===== src/rtl/uart_fifo_ctl.sv =====
module uart_fifo_ctl #(
  parameter int DEPTH = 64,
  parameter int W = 8,
  localparam int CW = $clog2(DEPTH + 1),
  localparam int AW = $clog2(DEPTH)
) (
  input  logic          clk,
  input  logic          rst_n,
  input  logic          cfg_we,
  input  logic [7:0]    cfg_wdata,
  input  logic          ext_en,
  input  logic          rx_push,
  input  logic [W-1:0]  rx_wdata,
  input  logic          rx_pop,
  output logic [W-1:0]  rx_rdata,
  output logic [CW-1:0] rx_count,
  input  logic          tx_push,
  input  logic [W-1:0]  tx_wdata,
  input  logic          tx_pop,
  output logic [W-1:0]  tx_rdata,
  output logic [CW-1:0] tx_count,
  output logic          rx_trig,
  output logic          tx_trig,
  output logic          dma_mode
);

  logic          en;
  logic [1:0]    rx_sel, tx_sel;
  logic [W-1:0]  rx_mem [DEPTH];
  logic [W-1:0]  tx_mem [DEPTH];
  logic [AW-1:0] rx_wp, rx_rp, tx_wp, tx_rp;

  function automatic logic [AW-1:0] nxt(input logic [AW-1:0] p);
    return (p == AW'(DEPTH - 1)) ? '0 : p + 1'b1;
  endfunction

  function automatic logic [CW-1:0] rx_level(input logic [1:0] s);
    case (s)
      2'd0: return CW'(8);
      2'd1: return CW'(16);
      2'd2: return CW'(56);
      default: return CW'(60);
    endcase
  endfunction

  function automatic logic [CW-1:0] tx_level(input logic [1:0] s);
    case (s)
      2'd0: return CW'(8);
      2'd1: return CW'(16);
      2'd2: return CW'(32);
      default: return CW'(56);
    endcase
  endfunction

  wire [CW-1:0] cap      = en ? CW'(DEPTH) : CW'(1);
  wire          en_flip  = cfg_we & (cfg_wdata[0] != en);
  wire          rx_flush = (cfg_we & cfg_wdata[1]) | en_flip;
  wire          tx_flush = (cfg_we & cfg_wdata[2]) | en_flip;
  wire          rx_wr    = rx_push & ~rx_flush & (rx_count < cap);
  wire          rx_rd    = rx_pop  & ~rx_flush & (rx_count != '0);
  wire          tx_wr    = tx_push & ~tx_flush & (tx_count < cap);
  wire          tx_rd    = tx_pop  & ~tx_flush & (tx_count != '0);

  always_ff @(posedge clk or negedge rst_n) begin
    if (!rst_n) begin
      en       <= 1'b0;
      dma_mode <= 1'b0;
      rx_sel   <= 2'd0;
      tx_sel   <= 2'd0;
    end else if (cfg_we) begin
      en       <= cfg_wdata[0];
      dma_mode <= cfg_wdata[3];
      rx_sel   <= cfg_wdata[7:6];
      if (ext_en) tx_sel <= cfg_wdata[5:4];
    end
  end

  always_ff @(posedge clk or negedge rst_n) begin
    if (!rst_n) begin
      rx_count <= '0;
      rx_wp    <= '0;
      rx_rp    <= '0;
    end else if (rx_flush) begin
      rx_count <= '0;
      rx_wp    <= '0;
      rx_rp    <= '0;
    end else begin
      if (rx_wr) rx_wp <= nxt(rx_wp);
      if (rx_rd) rx_rp <= nxt(rx_rp);
      rx_count <= rx_count + CW'(rx_wr) - CW'(rx_rd);
    end
  end

  always_ff @(posedge clk or negedge rst_n) begin
    if (!rst_n) begin
      tx_count <= '0;
      tx_wp    <= '0;
      tx_rp    <= '0;
    end else if (tx_flush) begin
      tx_count <= '0;
      tx_wp    <= '0;
      tx_rp    <= '0;
    end else begin
      if (tx_wr) tx_wp <= nxt(tx_wp);
      if (tx_rd) tx_rp <= nxt(tx_rp);
      tx_count <= tx_count + CW'(tx_wr) - CW'(tx_rd);
    end
  end

  always_ff @(posedge clk) begin
    if (rx_wr) rx_mem[rx_wp] <= rx_wdata;
    if (tx_wr) tx_mem[tx_wp] <= tx_wdata;
  end

  assign rx_rdata = rx_mem[rx_rp];
  assign tx_rdata = tx_mem[tx_rp];
  assign rx_trig  = rx_count >= (en ? rx_level(rx_sel) : CW'(1));
  assign tx_trig  = (cap - tx_count) >= (en ? tx_level(tx_sel) : CW'(1));

endmodule


===== config.mk =====
export PLATFORM = sky130hd
export DESIGN_NAME = uart_fifo_ctl
export DESIGN_NICKNAME = d
export VERILOG_FILES = /design/src/rtl/uart_fifo_ctl.sv
export SDC_FILE = /design/constraint.sdc
export NUM_CORES = 1
export LEC_CHECK = 0
export CORE_UTILIZATION = 55
export DETAILED_ROUTE_END_ITERATION = 8
export PLACE_DENSITY = 0.76
export SLEW_MARGIN = 20
export SYNTH_ARGS = -nofsm -noshare
export SYNTH_HDL_FRONTEND = slang
export SYNTH_SLANG_ARGS = --single-unit

===== constraint.sdc =====
create_clock -name clk -period 4 [get_ports clk]
set_input_delay 0.8 -clock clk [delete_from_list [all_inputs] [get_ports clk]]
set_output_delay 0.8 -clock clk [all_outputs]
set_load 0.01 [all_outputs]

==> metrics.md, run 1 <==
| Metric | Value |
|---|---|
| Die area | `0.0792 mm²` |
| Pre-antenna DRT Iters | `7` |
| Most frequent cells in the layout | `1,024 x edfxtp_1, 228 x buf_4, 222 x mux4_2` |
| Ant. Diodes | `0` |
| Placed instance count | `3,405` |
| Synth cell types | `62` |
| WL/cell | `28.3 µm` |
| Met3 WL | `8.08 mm` |
| Worst-path clk slew | `0.07 ns` |
| Antenna violations before repair | `0` |
| GP Congestion | `0.891` |
| TritonCTS clock tree | `yes` |
| DRT iter0 DRCs | `3,013` |
| Top sig layer | `met4` |
| Critical path buffer and inverter count | `4` |
| Peak supply drop | `423 µV` |
| Setup crit start kind | `register` |
| Via Count | `23.4k` |
| # IOs | `65` |
| Sequential group share of total power | `44.7%` |
| Status | `finished, violations left` |
| Most common cell after layout, fill and taps aside | `edfxtp_1` |
| Critical path's slowest cell | `mux4_2` |
| First-pass GRT wire length | `152 mm` |
| Tot GR Track Use | `26.3%` |
| Grt ovf | `0` |
| Final hold violation count | `0` |
| Net load switching power | `7.53 mW` |
| Number of synthesized flops with an enable pin | `1,024` |
| # port buffers | `64` |
| Max Slew Vio Count | `0` |
| Fmax | `242 MHz` |
| WL met1 | `38.0 mm` |
| Clk_lat worst skew | `0.69 ns` |
| Final Power | `28.2 mW` |
| Crit path capture type | `primary output` |
| Final nets | `2,613` |
| Number of routed nets with antenna violations | `0` |
| Synth top area share | `71.6%` |
| Worst Hold Class | `in2async` |
| Clock Sink Count | `1,068` |
| Leak | `16.4 nW` |
| Synth area leader | `edfxtp_1` |
| CTS root buffer | `clkbuf_16` |
| Max Fanout on Critical Path | `5` |
| CTS buffer count | `102` |
| Synth area leaders | `edfxtp_1 72%, mux4_2 11%, mux2i_1 3.1%` |
| FF+latch count, synth | `1,068` |
| Ys Warns | `0` |
| Post-route setup slack | `-0.135 ns` |
| Routed WL | `104 mm` |
| Power per cell area | `560 mW/mm²` |
| Sw Ratio | `26.7%` |
| Combinational power share | `21.6%` |
| Core Area | `0.0773 mm²` |
| CP cell instances | `buf_12 > buf_12 > buf_6 > mux4_2 > mux4_2 > a22o_1 > a221o_1 > buf_2` |
| Slew @ Worst Pin | `1.06 ns` |
| Number of remaining DRC errors | `0` |
| Failing checks | `setup timing` |
| Rel. slew slack | `29.2%` |
| FF/Latch Area | `0.0319 mm²` |
| Finished Layout Cells | `3,661` |
| Detail Placement HPWL | `61.7 mm` |
| Clk_skew | `0.0527 ns` |
| Multi-input gate area | `0.0106 mm²` |
| Routed vias/inst | `6.38` |
| Die Ht | `281 µm` |
| Tcrit/Tclk final | `103%` |
| Clk buf depth | `3` |
| Pint | `20.7 mW` |
| Chip width | `281 µm` |
| Max incr delay on CP | `0.53 ns` |
| Worst Path Required | `3.20 ns` |
| Fraction of layout cells with a size suffix above 1 | `28.8%` |
| CP Class | `reg2out` |
| Mapped Avg Cell Area | `19.3 µm²` |
| Final setup vio count | `10` |
| Clock power frac | `33.7%` |
| Initial Utilization | `55.5%` |
| Syn Inst Count | `2,224` |
| Mapped cell area | `0.0429 mm²` |
| Async set-reset flop share out of synthesis | `4.12%` |
| Tmin final | `4.13 ns` |
| Area Growth Syn to Fin | `17.4%` |
| RSZ-0062 raised after global routing | `yes` |
| Max-cap viol count | `0` |
| Largest net degree at the start of global routing | `65` |
| Post-synthesis sequential area ratio | `74.2%` |
| # H-tree levels | `3` |
| Largest delay share family, worst path | `multiplexers` |
| Routed wl met2 | `53.3 mm` |
| Num rows | `102` |
| Post-synthesis net count | `2,300` |
| Vias in the first global route | `23.8k` |
| Critical Path AT | `3.33 ns` |
| # fillers | `4,947` |
| Main flop type after synthesis | `edfxtp_1` |
[cell families (layout without fill, tap and decap cells)]
logic type,Yosys count,after routing,share of synthesized area [%]
AOI/OAI and AO/OA,222,222,3.63
xor gates and xnor gates,27,27,0.551
adders and majority gates,44,44,1.32
buffers and inverters,159,556,1.81
DFF,1068,1068,74.2
muxes,360,360,15.0
and+or+nand+nor,344,344,3.54
[power groups by stage]
stage          logic (mW)  registers, mW  clock network, mW
6_report             6.09           12.6               9.52
5_1_grt              6.44           12.6               10.0
4_1_cts              5.86           12.6               9.57
3_5_place_dp         5.26           12.9                  0
3_3_place_gp         5.13           12.9                  0
2_1_floorplan        3.47           12.8                  0
[timing repair]
item	in CTS	in global routing
resized for setup	134	40
pin swaps	14	19
setup buffers	38	22
cloned	8	2
hold buffers	0	0
setup endpoints to repair	16	16
hold endpoints to repair	0	0
[per-stage QoR]
step / setup TNS, ns / hold slack, ns / cell area, µm² / setup slack [ns] / utilization, %
3_5_place_dp: 0 / 0.531 / 45900 / 0.137 / 59.3
5_1_grt: -1.12 / 0.141 / 50400 / -0.155 / 65.1
3_3_place_gp: 0 / 0.491 / 45900 / 0.167 / 59.3
2_1_floorplan: 0 / 0.504 / 42900 / 0.580 / -
4_1_cts: -0.489 / 0.0989 / 50000 / -0.136 / 64.7
6_report: -0.550 / 0.119 / 50400 / -0.135 / 65.1
[layout make-up]
class,instances,share of cell area (%)
clock inverter,53,1.12
sequential,1068,63.2
timing repair buffer,334,6.28
tap,1040,2.58
clock buffer,135,5.43
inverter,34,0.253
multi-input combinational,997,21.1
[per-layer routing]
metal  vias to the layer above  GRT usage, %
met4                         0          11.1
li1                       9681             -
met2                      1338          44.9
met5                         -             0
met1                     12075          33.6
met3                       270          4.13
[path summary, 6_finish.rpt]
path | start | to | slack [ns] | depth (start not counted)
min | rst_n | tx_count[5]$_DFF_PN0_ | 0.12 | 1
max reg2reg | en$_DFFE_PN0P_ | tx_count[6]$_DFF_PN0_ | 0.48 | 16
min reg2reg | dma_mode$_DFFE_PN0P_ | dma_mode$_DFFE_PN0P_ | 0.54 | 1
max in group asynchronous | rst_n | rx_rp[0]$_DFFE_PN0P_ | 3.21 | 2
max | rx_rp[0]$_DFFE_PN0P_ | rx_rdata[0] | -0.13 | 8
min in group clk | dma_mode$_DFFE_PN0P_ | dma_mode$_DFFE_PN0P_ | 0.54 | 1
[Yosys cell counts, types with 16 or more instances]
cell	instances
a21oi_1	49
a221oi_1	19
buf_2	22
inv_1	33
dfrtp_1	44
o21ai_0	25
buf_4	21
o221ai_1	45
mux4_2	217
ha_1	42
nand3_1	17
o22ai_1	28
mux2i_1	131
buf_1	16
nor2_1	189
edfxtp_1	1024
nand2_1	68
clkbuf_1	59
xnor2_1	16
[sequential cells by signal (all words and copies together) (netlist names)]
name      flops
rx_rp         6
tx_sel        2
rx_count      7
tx_wp         6
rx_wp         6
rx_sel        2
dma_mode      1
tx_rp         6
en            1
tx_count      7
tx_mem      512
rx_mem      512
Power figures use the tool's default switching activity.
==> run 2: changes to the inputs <==
GPL_ROUTABILITY_DRIVEN = 0   (was not set)
==> results of run 2 <==
The final DEF is identical to that of run 1; final timing and power are the same.
